`config.mk`:
```
export PLATFORM = sky130hd
export DESIGN_NAME = brc_eval
export DESIGN_NICKNAME = d
export VERILOG_FILES = /design/src/rtl/brc_pkg.sv /design/src/rtl/brc_datapath.sv /design/src/rtl/brc_control.sv /design/src/rtl/brc_eval.sv
export SDC_FILE = /design/constraint.sdc
export NUM_CORES = 1
export LEC_CHECK = 0
export BUFFER_PORTS_ARGS = -buffer_cell sky130_fd_sc_hd__clkbuf_2
export CAP_MARGIN = 20
export CORE_AREA = 2 2 39 41
export CTS_BUF_LIST = sky130_fd_sc_hd__clkbuf_8
export CTS_CLUSTER_DIAMETER = 100
export DETAILED_ROUTE_END_ITERATION = 7
export DIE_AREA = 0 0 41 43
export PLACE_DENSITY = 0.63
export SYNTH_ARGS = -nofsm -noshare
export SYNTH_HDL_FRONTEND = slang
export SYNTH_SLANG_ARGS = --single-unit
```
`constraint.sdc`:
```
create_clock -name clk -period 1 [get_ports clk]
set_input_delay 0.05 -clock clk [delete_from_list [all_inputs] [get_ports clk]]
set_output_delay 0.05 -clock clk [all_outputs]
set_load 0.02 [all_outputs]
```
`src/rtl/brc_pkg.sv`:
```
package brc_pkg;

  typedef enum logic [2:0] {
    COND_NEVER   = 3'd0,
    COND_ALWAYS  = 3'd1,
    COND_ZERO    = 3'd2,
    COND_NONZERO = 3'd3,
    COND_POS     = 3'd4,
    COND_NEG     = 3'd5,
    COND_RSV6    = 3'd6,
    COND_RSV7    = 3'd7
  } condSel_e;

  typedef struct packed {
    logic latchCond;
    logic gatePc;
  } strobe_t;

endpackage

```
`src/rtl/brc_datapath.sv`:
```
module brc_datapath
  import brc_pkg::*;
#(
  parameter int WIDTH = 32,
  parameter int LANE  = 8
) (
  input  logic             clk,
  input  logic             rstN,
  input  logic [WIDTH-1:0] busWord,
  input  logic [2:0]       condCode,
  input  strobe_t          strobes,
  output logic             conFlag
);

  localparam int LANES = WIDTH / LANE;

  logic [LANES-1:0] laneZero;
  logic             wordZero;
  logic             signBit;
  logic             condNext;

  // Zero detect: one NOR per lane, then AND across the lanes.
  for (genvar g = 0; g < LANES; g++) begin : g_lane
    assign laneZero[g] = ~|busWord[g*LANE +: LANE];
  end

  assign wordZero = &laneZero;
  assign signBit  = busWord[WIDTH-1];

  always_comb begin
    unique case (condSel_e'(condCode))
      COND_NEVER:   condNext = 1'b0;
      COND_ALWAYS:  condNext = 1'b1;
      COND_ZERO:    condNext = wordZero;
      COND_NONZERO: condNext = ~wordZero;
      COND_POS:     condNext = ~signBit;
      COND_NEG:     condNext = signBit;
      COND_RSV6:    condNext = 1'b0;
      COND_RSV7:    condNext = 1'b0;
      default:      condNext = 1'b0;
    endcase
  end

  always_ff @(posedge clk or negedge rstN) begin
    if (!rstN)                  conFlag <= 1'b0;
    else if (strobes.latchCond) conFlag <= condNext;
  end


  hold_when_idle_chk: assert property (@(posedge clk) disable iff (!rstN)
    !strobes.latchCond |=> $stable(conFlag));


  never_clears_chk: assert property (@(posedge clk) disable iff (!rstN)
    (strobes.latchCond && condCode == 3'd0) |=> !conFlag);


  always_sets_chk: assert property (@(posedge clk) disable iff (!rstN)
    (strobes.latchCond && condCode == 3'd1) |=> conFlag);


  zero_word_chk: assert property (@(posedge clk) disable iff (!rstN)
    (strobes.latchCond && condCode == 3'd2 && busWord == '0) |=> conFlag);


  reserved_codes_chk: assert property (@(posedge clk) disable iff (!rstN)
    (strobes.latchCond && condCode[2:1] == 2'b11) |=> !conFlag);

endmodule

```
`src/rtl/brc_control.sv`:
```
module brc_control
  import brc_pkg::*;
(
  input  logic    clk,
  input  logic    rstN,
  input  logic    conLoad,
  input  logic    pcLoadReq,
  input  logic    condFlag,
  output strobe_t strobes,
  output logic    pcLoadOk
);

  assign strobes.latchCond = conLoad;
  assign strobes.gatePc    = pcLoadReq;
  assign pcLoadOk          = strobes.gatePc & condFlag;


  no_load_when_clear_chk: assert property (@(posedge clk) disable iff (!rstN)
    !condFlag |-> !pcLoadOk);


  load_needs_request_chk: assert property (@(posedge clk) disable iff (!rstN)
    pcLoadOk |-> pcLoadReq);

endmodule

```
`src/rtl/brc_eval.sv`:
```
module brc_eval
  import brc_pkg::*;
(
  input  logic        clk,
  input  logic        rstN,
  input  logic [31:0] busWord,
  input  logic [2:0]  condCode,
  input  logic        conLoad,
  input  logic        pcLoadReq,
  output logic        condFlag,
  output logic        pcLoadOk
);

  strobe_t strobes;

  brc_control u_ctrl (
    .clk       (clk),
    .rstN      (rstN),
    .conLoad   (conLoad),
    .pcLoadReq (pcLoadReq),
    .condFlag  (condFlag),
    .strobes   (strobes),
    .pcLoadOk  (pcLoadOk)
  );

  brc_datapath #(.WIDTH(32), .LANE(8)) u_dp (
    .clk      (clk),
    .rstN     (rstN),
    .busWord  (busWord),
    .condCode (condCode),
    .strobes  (strobes),
    .conFlag  (condFlag)
  );

endmodule

```
==> reports/qor.yml <==
place:
  dp_hpwl_um: 656
  portBuffers: 40
  dpl_cell_area_um2: 399
  gp_congestion: 0.585
  dp_cells: 76
sta:
  finalSetupViolations: 1
  post-route-min-period_ns: 1.02
  fmax_mhz: 984
  finalHoldViolCount: 0
  worst_slew_pin_slew_ns: 0.219
  layout_setup_ws_ns: -0.0167
  slew_viol_final: 0
  rsz0062_at_grt: "true"
  clock_skew_ns: 0
  relSlewSlack_pct: 85.3
  fin_crit_sh_pct: 102
pwr:
  p_seq_share_pct: 23.1
  pwr-share-comb_pct: 76.9
  p_clk_share_pct: 0
  p_leak_uw: 0.000226
  switching_power_uw: 77.3
  netSwitchingFraction_pct: 35.2
  ir_worst_vdd_mv: 0.143
  internal_power_uw: 142
  pwr_density_cell_nw_per_um2: 450
synth:
  synth-edff-count: 0
  synth_fp_nets: 59
  syn_area_per_cell_um2: 8.95
  syn_area_um2: 179
  synthTopCellsByArea: "nor4_2, dfrtp_1, nor4_1"
  synth_ff_type: "dfrtp_1"
  synth.distinct_cells: 12
  synth_commonest_cells: "nor4_1, nor4_2, nand4_1, xnor2_1"
  ys_seq_area_share_pct: 14.0
  synth_cells: 20
  async_flop_share_pct: 100
  ys_seq_elements: 1
  ys.warnings.count: 0
  synth.largest_area_cell: "nor4_2"
  synth_top_cell_area_share_pct: 28.0
setup_path:
  crit_arrival_ns: 0.92
  path_max_fanout: 1
  worstPathRequired_ns: 0.90
  critPathKind: "in2reg"
  start_kind: "input pin"
  critical_path.endpoint_type: "flop"
floorplan:
  io-pin-count: 41
  die_x_um: 41
  core_um2: 1380
  die_h_um: 43
  row_count: 14
  start_util_pct: 12.9
  dieArea_um2: 1760
cells_and_area:
  fillers: 150
  final_cell_count_no_fill: 77
  antennaDiodeCount: 0
  seqCellArea_um2: 25.0
  stdcell_area_um2: 488
  drive_above_1_share_pct: 80.3
  largest-register: "u_dp.conFlag"
  largest_reg_flops: 1
  multi_input_area_um2: 208
  final_nets: 102
  area_growth_pct: 173
  top_regs: "u_dp.conFlag (1)"
route:
  drc_errors: 0
  drt_iter0_drc: 0
  dr.pass1.iters: 1
  antenna_left: 0
  drt-total-wl_um: 774
  num_vias: 335
  route.detailed.wl_per_inst_um: 10.1
  via_per_inst: 4.35
clocking:
  clkLatencyLatePin_ns: 0
  postCtsSetupBuffers: 0
  clk_pin_slew_ns: 0
grt:
  overflow: 0
  grt_first_pass_wirelength_um: 1090
  grt_usage_pct: 8.11
  grt_start_max_net_pins: 4
  grt_pass1_vias: 290
  antenna_found_initial: 0
outcome:
  failed_checks: "negative setup slack"
  status: "finished with violations"
run:
  maxCapViolCount: 0
worst_hold_path:
  hold_path_class: "in2reg"
## kinds of logic (layout without fill, tap and decap cells)
logic type | Yosys count | after routing | synth area share (%)
AOI/OAI and AO/OA | 1 | 1 | 6.99
xor gates and xnor gates | 2 | 2 | 9.79
buffers and inverters | 0 | 41 | 0
DFF | 1 | 1 | 14.0
muxes | 1 | 1 | 5.59
and+or+nand+nor | 15 | 15 | 63.6
## final cells by class
class                           count  share of cell area [%]
Timing Repair Buffer               41                    48.2
Sequential cell                     1                    5.13
Tap cell                           16                    4.10
Multi-Input combinational cell     19                    42.6
## routing by layer
layer | part of all wire, % | up-vias | GRT usage, % | routed length [um]
met5 | 0 | - | 0 | 0
met4 | 0 | 0 | 0 | 0
met3 | 14 | 0 | 0 | 107
met2 | 51 | 24 | 15.3 | 397
met1 | 35 | 145 | 10.2 | 269
li1 | - | 166 | - | -
## per-stage QoR
step	util (%)	setup TNS, ns	total power (uW)	hold slack [ns]	setup slack, ns
2_1_floorplan	-	0	90.9	-0.246	0.139
3_3_place_gp	28.8	-0.0763	182	-0.169	-0.0763
3_5_place_dp	28.8	-0.0319	185	-0.167	-0.0319
4_1_cts	29.6	-0.0458	188	0.269	-0.0458
5_1_grt	35.3	-0.147	236	0.291	-0.147
6_report	35.3	-0.0167	220	0.264	-0.0167
## final timing paths
path	from	endpoint	slack, ns	cells after the start
max	busWord[6]	u_dp.conFlag	-0.02	6
min	condCode[2]	u_dp.conFlag	0.26	2
max reg2reg	u_dp.conFlag	u_dp.conFlag	0.25	2
min reg2reg	u_dp.conFlag	u_dp.conFlag	0.53	2
max in group asynchronous	rstN	u_dp.conFlag	0.53	2
min in group asynchronous	rstN	u_dp.conFlag	0.38	2
## worst max-delay path, cell delays in order
cell,delay [ns]
buf_6,0.09
nor4_4,0.25
nand4_1,0.14
nor2_2,0.13
xnor2_1,0.08
o31ai_2,0.17
## power by group through the flow
stage	combinational [uW]	sequential (uW)	clock [uW]
3_3_place_gp	132	50.1	0
2_1_floorplan	33.7	57.1	0
5_1_grt	184	51.7	0
4_1_cts	137	50.8	0
6_report	169	50.8	0
3_5_place_dp	133	51.6	0
## repair_timing
action	in CTS	in global routing
gates resized for setup	0	11
hold buffers	1	0
pin swaps	3	4
hold endpoints to repair	1	0
setup endpoints to repair	1	1
## placed cells by master, fill, tap and decap left out, drive strengths merged
| cell | instances |
|---|---|
| nand2 | 1 |
| nor2b | 1 |
| buf | 4 |
| dfrtp | 1 |
| nor4 | 8 |
| mux2i | 1 |
| xnor2 | 2 |
| and2 | 1 |
| o31ai | 1 |
| nand4 | 2 |
| clkbuf | 36 |
| nor2 | 2 |
| dlygate4sd3 | 1 |
Note: power is estimated with default switching activity, not from simulation.
